--- config.mk ---
export PLATFORM = sky130hd
export DESIGN_NAME = coal_irq_unit
export DESIGN_NICKNAME = d
export VERILOG_FILES = /design/src/rtl/coal_pkg.sv /design/src/rtl/coal_cmpl_counter.sv /design/src/rtl/coal_delay_timer.sv /design/src/rtl/coal_pending_flags.sv /design/src/rtl/coal_irq_unit.sv
export SDC_FILE = /design/constraint.sdc
export NUM_CORES = 1
export LEC_CHECK = 0
export CORE_ASPECT_RATIO = 0.5
export CORE_MARGIN = 3
export CORE_UTILIZATION = 45
export DETAILED_ROUTE_END_ITERATION = 10
export PLACE_DENSITY = 0.84
export SYNTH_ARGS = -nofsm -noshare
export SYNTH_HDL_FRONTEND = slang
export SYNTH_SLANG_ARGS = --single-unit
--- constraint.sdc ---
create_clock -name clk -period 2.4 [get_ports clk]
set_input_delay 0.24 -clock clk [delete_from_list [all_inputs] [get_ports clk]]
set_output_delay 0.24 -clock clk [all_outputs]
set_load 0.05 [all_outputs]
--- src/rtl/coal_pkg.sv ---
package coal_pkg;
    typedef enum logic {
        TMR_IDLE = 1'b0,
        TMR_RUN  = 1'b1
    } tmr_state_e;

    localparam int SRC_IOC = 0;
    localparam int SRC_DLY = 1;
    localparam int SRC_ERR = 2;
    localparam int NSRC    = 3;
endpackage

--- src/rtl/coal_cmpl_counter.sv ---
module coal_cmpl_counter #(
    parameter int CNT_W = 8
) (
    input  logic             clk,
    input  logic             rst_n,
    input  logic             cmpl,
    input  logic             start,
    input  logic             expire,
    input  logic [CNT_W-1:0] thresh,
    output logic [CNT_W-1:0] cnt,
    output logic             ioc_evt
);
    localparam logic [CNT_W-1:0] ONE = CNT_W'(1);

    assign ioc_evt = cmpl && !start && (cnt <= ONE);

    always_ff @(posedge clk) begin
        if (!rst_n) begin
            cnt <= '0;
        end else if (start) begin
            cnt <= thresh;
        end else if (cmpl) begin
            if (cnt <= ONE) cnt <= thresh;
            else            cnt <= cnt - ONE;
        end else if (expire) begin
            cnt <= thresh;
        end
    end

    AST_START_LOAD: assert property (@(posedge clk) disable iff (!rst_n)
        start |=> cnt == $past(thresh));
    AST_IOC_RELOAD: assert property (@(posedge clk) disable iff (!rst_n)
        ioc_evt |=> cnt == $past(thresh));
    AST_CNT_STEP: assert property (@(posedge clk) disable iff (!rst_n)
        (cmpl && !start && cnt > ONE) |=> cnt == $past(cnt) - ONE);
endmodule

--- src/rtl/coal_delay_timer.sv ---
module coal_delay_timer
    import coal_pkg::*;
#(
    parameter int TMR_W = 8
) (
    input  logic             clk,
    input  logic             rst_n,
    input  logic             cmpl,
    input  logic             tick,
    input  logic [TMR_W-1:0] delay,
    output logic [TMR_W-1:0] tmr,
    output logic             expire
);
    localparam logic [TMR_W-1:0] ONE = TMR_W'(1);

    tmr_state_e       state_q, state_n;
    logic [TMR_W-1:0] tmr_n;

    always_comb begin
        state_n = state_q;
        tmr_n   = tmr;
        expire  = 1'b0;
        unique case (state_q)
            TMR_IDLE: begin
                tmr_n = '0;
                if (cmpl && delay != '0) begin
                    state_n = TMR_RUN;
                    tmr_n   = delay;
                end
            end
            TMR_RUN: begin
                if (delay == '0) begin
                    state_n = TMR_IDLE;
                    tmr_n   = '0;
                end else if (cmpl) begin
                    tmr_n = delay;
                end else if (tick) begin
                    if (tmr == ONE) begin
                        expire  = 1'b1;
                        state_n = TMR_IDLE;
                        tmr_n   = '0;
                    end else begin
                        tmr_n = tmr - ONE;
                    end
                end
            end
        endcase
    end

    always_ff @(posedge clk) begin
        if (!rst_n) begin
            state_q <= TMR_IDLE;
            tmr     <= '0;
        end else begin
            state_q <= state_n;
            tmr     <= tmr_n;
        end
    end

    AST_RUN_NONZERO: assert property (@(posedge clk) disable iff (!rst_n)
        (state_q == TMR_RUN) |-> tmr != '0);
    AST_EXPIRE_IDLE: assert property (@(posedge clk) disable iff (!rst_n)
        expire |=> (tmr == '0 && state_q == TMR_IDLE));
    AST_OFF_ZERO: assert property (@(posedge clk) disable iff (!rst_n)
        (delay == '0) |=> tmr == '0);
    AST_RESTART: assert property (@(posedge clk) disable iff (!rst_n)
        (cmpl && delay != '0) |=> tmr == $past(delay));
endmodule

--- src/rtl/coal_pending_flags.sv ---
module coal_pending_flags #(
    parameter int NFLAG = 2
) (
    input  logic             clk,
    input  logic             rst_n,
    input  logic [NFLAG-1:0] set,
    input  logic [NFLAG-1:0] clr,
    output logic [NFLAG-1:0] pend
);
    for (genvar i = 0; i < NFLAG; i++) begin : g_flag
        always_ff @(posedge clk) begin
            if (!rst_n) pend[i] <= 1'b0;
            else        pend[i] <= set[i] | (pend[i] & ~clr[i]);
        end

        AST_SET_WINS: assert property (@(posedge clk) disable iff (!rst_n)
            set[i] |=> pend[i]);
        AST_CLR_WORKS: assert property (@(posedge clk) disable iff (!rst_n)
            (clr[i] && !set[i]) |=> !pend[i]);
    end
endmodule

--- src/rtl/coal_irq_unit.sv ---
module coal_irq_unit
    import coal_pkg::*;
#(
    parameter int CNT_W = 8,
    parameter int TMR_W = 8
) (
    input  logic             clk,
    input  logic             rst_n,
    input  logic             cmpl_i,
    input  logic             start_i,
    input  logic             tick_i,
    input  logic [CNT_W-1:0] thresh_i,
    input  logic [TMR_W-1:0] delay_i,
    input  logic [2:0]       irq_en_i,
    input  logic [1:0]       clr_i,
    input  logic             err_i,
    output logic             ioc_pend_o,
    output logic             dly_pend_o,
    output logic [CNT_W-1:0] cnt_o,
    output logic [TMR_W-1:0] tmr_o,
    output logic             irq_o
);
    logic            expire;
    logic            ioc_evt;
    logic [1:0]      pend;
    logic [NSRC-1:0] src;

    coal_delay_timer #(.TMR_W(TMR_W)) u_timer (
        .clk(clk), .rst_n(rst_n), .cmpl(cmpl_i), .tick(tick_i),
        .delay(delay_i), .tmr(tmr_o), .expire(expire)
    );

    coal_cmpl_counter #(.CNT_W(CNT_W)) u_count (
        .clk(clk), .rst_n(rst_n), .cmpl(cmpl_i), .start(start_i),
        .expire(expire), .thresh(thresh_i), .cnt(cnt_o), .ioc_evt(ioc_evt)
    );

    coal_pending_flags #(.NFLAG(2)) u_flags (
        .clk(clk), .rst_n(rst_n),
        .set({expire, ioc_evt}), .clr(clr_i), .pend(pend)
    );

    assign ioc_pend_o = pend[SRC_IOC];
    assign dly_pend_o = pend[SRC_DLY];
    assign src        = {err_i, pend[SRC_DLY], pend[SRC_IOC]};
    assign irq_o      = |(src & irq_en_i);

    AST_DLY_FROM_TIMER: assert property (@(posedge clk) disable iff (!rst_n)
        $rose(dly_pend_o) |-> $past(tmr_o) == TMR_W'(1));
    AST_IRQ_NEEDS_EN: assert property (@(posedge clk) disable iff (!rst_n)
        irq_o |-> (irq_en_i != 3'b000));
endmodule

==> results of run 1 <==
registers in the layout, indices dropped and copies added, names as in the netlist:
| name | cells |
|---|---|
| u_count.cnt | 8 |
| u_timer.tmr | 8 |
| u_flags.pend | 2 |
| u_timer.state_q | 1 |
final timing paths:
kind,from,endpoint,slack (ns),cells after the start
max,u_timer.tmr[3]$_SDFFE_PN0P_,u_count.cnt[0]$_SDFFE_PN0P_,0.34,6
min,u_count.cnt[4]$_SDFFE_PN0P_,u_count.cnt[4]$_SDFFE_PN0P_,0.49,2
max reg2reg,u_timer.tmr[3]$_SDFFE_PN0P_,u_count.cnt[0]$_SDFFE_PN0P_,0.34,6
min reg2reg,u_count.cnt[4]$_SDFFE_PN0P_,u_count.cnt[4]$_SDFFE_PN0P_,0.49,2
cells in the mapped netlist, drive strengths merged (2+ instances only):
cell type	n
o21ai	6
and2	2
clkbuf	3
buf	4
o22ai	4
a21oi	16
a22oi	2
nor2	14
o31ai	3
nor2b	2
o211ai	3
nor3	6
nor4	3
a311oi	3
a211oi	3
ha	4
or3	4
a32oi	4
a21o	3
nand3b	2
dfxtp	19
nand2	23
nand2b	4
inv	11
cells in the final DEF, fill, tap and decap left out, types with 3 or more instances in the layout:
| master | n |
|---|---|
| nand2_1 | 23 |
| buf_4 | 5 |
| a32oi_1 | 4 |
| nand2b_1 | 4 |
| ha_1 | 4 |
| o22ai_1 | 4 |
| o21ai_0 | 3 |
| a21o_1 | 3 |
| or3_1 | 3 |
| nor3_1 | 6 |
| clkdlybuf4s50_1 | 45 |
| nor2_1 | 14 |
| clkbuf_8 | 3 |
| nor4_2 | 3 |
| o21ai_2 | 3 |
| inv_1 | 11 |
| a21oi_1 | 12 |
| a21oi_2 | 4 |
| o211ai_1 | 3 |
| dfxtp_1 | 19 |
cell type report:
| class | count | area (um2) | share of cell area (%) |
|---|---|---|---|
| Multi-Input combinational cell | 125 | 833.3 | 45.43 |
| Timing Repair Buffer | 50 | 488.0 | 26.60 |
| Sequential cell | 19 | 380.4 | 20.74 |
| Tap cell | 37 | 46.29 | 2.524 |
| Clock buffer | 4 | 45.04 | 2.456 |
| Inverter | 11 | 41.29 | 2.251 |
stage by stage:
stage	power [mW]	cell area, um2
5_1_grt	1.033	1834
4_1_cts	0.9863	1834
6_report	0.9825	1834
2_1_floorplan	0.6201	1301
3_5_place_dp	0.7530	1789
3_3_place_gp	0.7460	1789
cell families after synthesis:
| group | synth area share, % |
|---|---|
| adders and majority gates | 3.846 |
| and+or+nand+nor | 26.06 |
| muxes | 0.7693 |
| AOI/OAI and AO/OA | 33.36 |
| buffers and inverters | 6.730 |
| DFF | 29.23 |
tightest hold or removal path, cell delays in order (launching register included):
cell and delay (ns):
dfxtp_1 0.33, nand2_1 0.06, o2bb2ai_1 0.06
per-layer routing:
metal | up-vias | global-route usage, %
li1 | 690 | -
met1 | 676 | 26.99
met2 | 54 | 33.23
met3 | 0 | 4.878
met4 | 0 | 2.980
met5 | - | 0
power groups by stage:
| stage | combinational, mW | sequential [mW] | clock, mW |
|---|---|---|---|
| after detailed placement | 0.377 | 0.376 | 0 |
| after floorplan | 0.173 | 0.447 | 0 |
| after CTS | 0.380 | 0.368 | 0.238 |
| final | 0.380 | 0.369 | 0.233 |
| after global placement | 0.371 | 0.375 | 0 |
| after global routing | 0.407 | 0.373 | 0.254 |
==> flow_summary_export.csv, run 1 <==
group,metric,value,unit
detailed_routing,wire_per_inst,14.38,um
pwr,static-leakage-power,0.6770,nW
hold_path,hp-class,"reg -> reg",
clock_tree,path_clk_slew,0.08,ns
finish,antennaDiodeCount,0,
global_routing,grt_pass1_wl,5637,um
logic_synthesis,synthesis.area,1301,um2
pwr,p_int,0.6138,mW
critical_path,cp_data_arrival_time,2.23,ns
floorplanning,start_util,48.78,%
detailed_routing,met2WireLength,1715,um
sta,drv_slew,0,
clock_tree,clock_latency,0.26,ns
outcome,status,"finished clean",
logic_synthesis,synth-edff-count,0,
detailed_routing,met1Wirelength,1591,um
detailed_routing,vias_per_cell,5.772,
sta,hold_slack,0.4913,ns
clock_tree,htreeDepth,1,
clock_tree,cts_buffers,3,
pwr,power.switching,0.3687,mW
detailed_routing,dr_wl_met3,230,um
logic_synthesis,ys_top_cells_by_area,"dfxtp_1 29%, nand2_1 6.6%, a21oi_1 4.6%, nor2_1 4.0%, ha_1 3.8%",
sta,clock_skew,0.001828,ns
floorplanning,dieArea,3612,um2
logic_synthesis,async_flop_share,0,%
clock_tree,clock_sinks,19,
placement,port_buffers,45,
logic_synthesis,synth_flop_cell,"dfxtp_1",
logic_synthesis,yosys_warnings,0,
pwr,seqPwrFrac,37.6,%
detailed_routing,num_vias,1420,
critical_path,end_kind,"flop",
global_routing,grt_usage,19.95,%
clock_tree,clock_path_buffers,2,
sta,period_minus_slack,2.059,ns
logic_synthesis,syn_area_per_cell,8.032,um2
logic_synthesis,syn-num-nets,193,
detailed_routing,top_layer,"met3",
logic_synthesis,synth_seq_cells,19,
sta,setup_viol,0,
detailed_routing,drtAntennaViolNets,0,
pwr,clkPwrFrac,23.7,%
sta,max_freq,485.7,MHz
sta,period_share,85.79,%
global_routing,grt_pass1_vias,1224,
floorplanning,core_area,2668,um2
placement,dpl.cell_count,242,
logic_synthesis,synth_cell_types,46,
clock_tree,cts_resized,0,
critical_path,crit_chain,"nor4_2, and4b_1, a311oi_4, buf_4, nand2b_1, a311oi_1",
logic_synthesis,yosysSeqAreaShare,29.23,%
critical_path,slowest_stage,"and4b_1",
clock_tree,tritoncts,"yes",
finish,drive_above_1_share,10.53,%
critical_path,cp.required,2.57,ns
critical_path,crit_buf_inv,1,
logic_synthesis,syn_inst,162,
critical_path,cp_max_fo,16,
sta,finalSetupTns,0,ns
finish,nNetsFinal,241,
placement,gp_congestion,0.8589,
clock_tree,hold_buffers,0,
pwr,peakVddDrop,0.0003020,V
critical_path,max_stage_delay,0.42,ns
finish,nFillCells,218,
logic_synthesis,synth_top_area_share,29.23,%
detailed_routing,drc,0,
placement,preCtsSetupSlack,0.2283,ns
global_routing,grt_max_degree,17,
pwr,powerDensity,535.6,nW/um2
floorplanning,die_h,44.03,um
critical_path,worstSetupPathType,"reg -> reg",
logic_synthesis,synth_area_leader_cell,"dfxtp_1",
clock_tree,post_cts_buffers,0,
floorplanning,die_w,82.05,um
finish,area_delta_synth_final,40.96,%
global_routing,grt_antenna_before_repair,0,
critical_path,critical_path.top_delay_family,"simple AND/OR/NAND/NOR gates",
critical_path,cp-start-kind,"flop",
sta,relSlewSlack,62.41,%
clock_tree,cts-root-buf,"clkbuf_8",
sta,hold_viol_final,0,
job,max_cap_violations,0,
floorplanning,core.rowCount,13,
finish,stdcell_count,246,
sta,worstMarginPinSlew,0.5596,ns
floorplanning,boundaryPins,46,
detailed_routing,dr.pass1.iters,4,
sta,setup_ws,0.3411,ns
detailed_routing,wl,3537,um
detailed_routing,first_iter_violations,22,
finish,finalCoreUtilization,68.76,%
placement,dp_hpwl,2693,um
pwr,pwr-share-comb,38.7,%
pwr,swShare,37.53,%
global_routing,overflow,0,
sta,rsz0062_at_grt,"false",
No activity file was read; power rests on OpenSTA's default activity.
==> run 2, diff against run 1 <==
Settings changed: CORE_MARGIN 3 to 1, RECOVER_POWER from default to 50.
==> run 2 against run 1 <==
Compared with the run above: highest routed layer is now met4; via count decreased by 3.5%; first-iteration DRC count increased to 3.5 times the previous value; worst setup slack got worse by 0.088 ns; hold slack improved by 0.0020 ns.
==> flow_summary_export.csv, run 2 (synthesis gave the netlist of run 1 again) <==
group,metric,value,unit
critical_path,cp_data_arrival_time,2.33,ns
critical_path,rr_startpoint,"u_timer.tmr[3]$_SDFFE_PN0P_",
finish,nFillCells,227,
sta,period_minus_slack,2.146,ns
finish,largestRegisters,"u_count.cnt: 8 flops, u_timer.tmr: 8 flops, u_flags.pend: 2 flops",
finish,fin_area,1818,um2
clock_tree,cts_resized,0,
sta,worstMarginPinSlew,0.5898,ns
sta,drv_slew,0,
global_routing,grt_pass1_wl,5402,um
placement,placed_cell_area,1782,um2
finish,nNetsFinal,240,
pwr,static-leakage-power,0.7082,nW
critical_path,critical_path.top_delay_family,"simple AND/OR/NAND/NOR gates",
floorplanning,dieArea,3124,um2
sta,rsz0062_at_grt,"false",
placement,gp_congestion,0.9102,
global_routing,overflow,0,
clock_tree,cts-root-buf,"clkbuf_8",
clock_tree,hold_buffers,0,
sta,relSlewSlack,60.68,%
critical_path,worstSetupPathType,"in -> reg",
detailed_routing,wl,3402,um
critical_path,reg2regPathDepth,6,
critical_path,crit_path_end,"u_timer.tmr[3]$_SDFFE_PN0P_",
critical_path,cp-start-kind,"input pin",
detailed_routing,dr.pass1.iters,4,
global_routing,grt_max_degree,17,
critical_path,crit_chain,"dlygate4sd3_1, nand2b_1, a21oi_1, nor2b_1, nand4b_1, a31oi_1",
global_routing,grt_antenna_before_repair,0,
critical_path,startpoint,"cmpl_i",
global_routing,grt_usage,23.24,%
detailed_routing,drc,0,
clock_tree,clock_path_buffers,2,
sta,clock_skew,0.01029,ns
critical_path,r2r_slack,0.27,ns
finish,layout_common_cells,"31 x clkdlybuf4s50_1, 23 x nand2_1, 19 x dfxtp_1",
clock_tree,cts_buffers,3,
critical_path,max_stage_delay,0.62,ns
sta,max_freq,465.9,MHz
clock_tree,htreeDepth,1,
floorplanning,die_w,78.05,um
floorplanning,core.rowCount,13,
sta,hold_slack,0.4933,ns
sta,finalSetupTns,0,ns
clock_tree,clock_sinks,19,
sta,setup_viol,0,
clock_tree,post_cts_buffers,0,
hold_path,hp-class,"reg -> reg",
floorplanning,die_h,40.03,um
critical_path,end_kind,"flop",
global_routing,grt_pass1_vias,1208,
sta,hold_viol_final,0,
detailed_routing,first_iter_violations,77,
hold_path,holdPathStages,2,
placement,dp_hpwl,2475,um
finish,regArea,380.4,um2
critical_path,crit_buf_inv,1,
critical_path,slowest_stage,"dlygate4sd3_1",
clock_tree,path_clk_slew,0.07,ns
finish,multi_input_area,823.3,um2
finish,drive_above_1_share,9.615,%
detailed_routing,vias_per_cell,5.596,
clock_tree,clock_latency,0.27,ns
finish,antennaDiodeCount,0,
finish,finalCoreUtilization,68.15,%
placement,port_buffers,45,
floorplanning,core_area,2668,um2
pwr,powerDensity,534.9,nW/um2
finish,mostFrequentLayoutCell,"clkdlybuf4s50_1",
detailed_routing,wire_per_inst,13.89,um
sta,period_share,89.43,%
critical_path,cp_max_fo,9,
detailed_routing,num_vias,1371,
floorplanning,boundaryPins,46,
critical_path,critical_path_cell_count,6,
clock_tree,tritoncts,"yes",
outcome,status,"finished clean",
detailed_routing,drtAntennaViolNets,0,
pwr,peakVddDrop,0.0002900,V
critical_path,rr_endpoint,"u_count.cnt[0]$_SDFFE_PN0P_",
critical_path,cp.required,2.58,ns
floorplanning,start_util,48.78,%
finish,area_delta_synth_final,39.71,%
job,max_cap_violations,0,
## run 2: routing by layer
layer	vias up	global-route usage, %	routed length [um]
li1	695	-	-
met1	636	27.31	1587
met2	36	43.42	1602
met3	4	6.364	176
met4	0	7.407	36
met5	-	0	0
## run 2: worst min-delay path by stage
stage,startpoint,end,slack [ns]
6_report,u_count.cnt[4]$_SDFFE_PN0P_,u_count.cnt[4]$_SDFFE_PN0P_,0.49
5_1_grt,u_timer.tmr[5]$_SDFFE_PN0P_,u_timer.tmr[5]$_SDFFE_PN0P_,0.52
4_1_cts,u_count.cnt[4]$_SDFFE_PN0P_,u_count.cnt[4]$_SDFFE_PN0P_,0.50
3_5_place_dp,u_count.cnt[4]$_SDFFE_PN0P_,u_count.cnt[4]$_SDFFE_PN0P_,0.48
3_3_place_gp,u_count.cnt[4]$_SDFFE_PN0P_,u_count.cnt[4]$_SDFFE_PN0P_,0.47
2_1_floorplan,delay_i[0],u_timer.tmr[0]$_SDFFE_PN0P_,0.38
## run 2: worst reg2reg max path: stages, from the launching register on
cell and delay [ns]:
dfxtp_1 0.38, nor4_1 0.49, and4b_1 0.43, a311oi_4 0.12, buf_4 0.22, nand2b_1 0.16
a311oi_1 0.26
## run 2: metrics by stage
stage	power, mW	instances	worst slack [ns]
floorplan	0.6201	162	0.2388
global placement	0.7419	241	0.2924
detailed placement	0.7474	241	0.2385
CTS	0.9837	245	0.3512
global route	1.030	245	0.06560
finish	0.9725	245	0.2536
## run 2: power by group
group / switching, mW / internal [mW]
Clock: 0.122 / 0.116
Combinational: 0.219 / 0.147
Sequential: 0.0293 / 0.339
## run 2: area by class of cell
type / instances / share of cell area [%]
multi-input combinational: 125 / 45.29
timing repair buffer: 49 / 26.43
sequential: 19 / 20.92
tap: 37 / 2.546
clock buffer: 3 / 2.271
inverter: 11 / 2.271
clock inverter: 1 / 0.2753
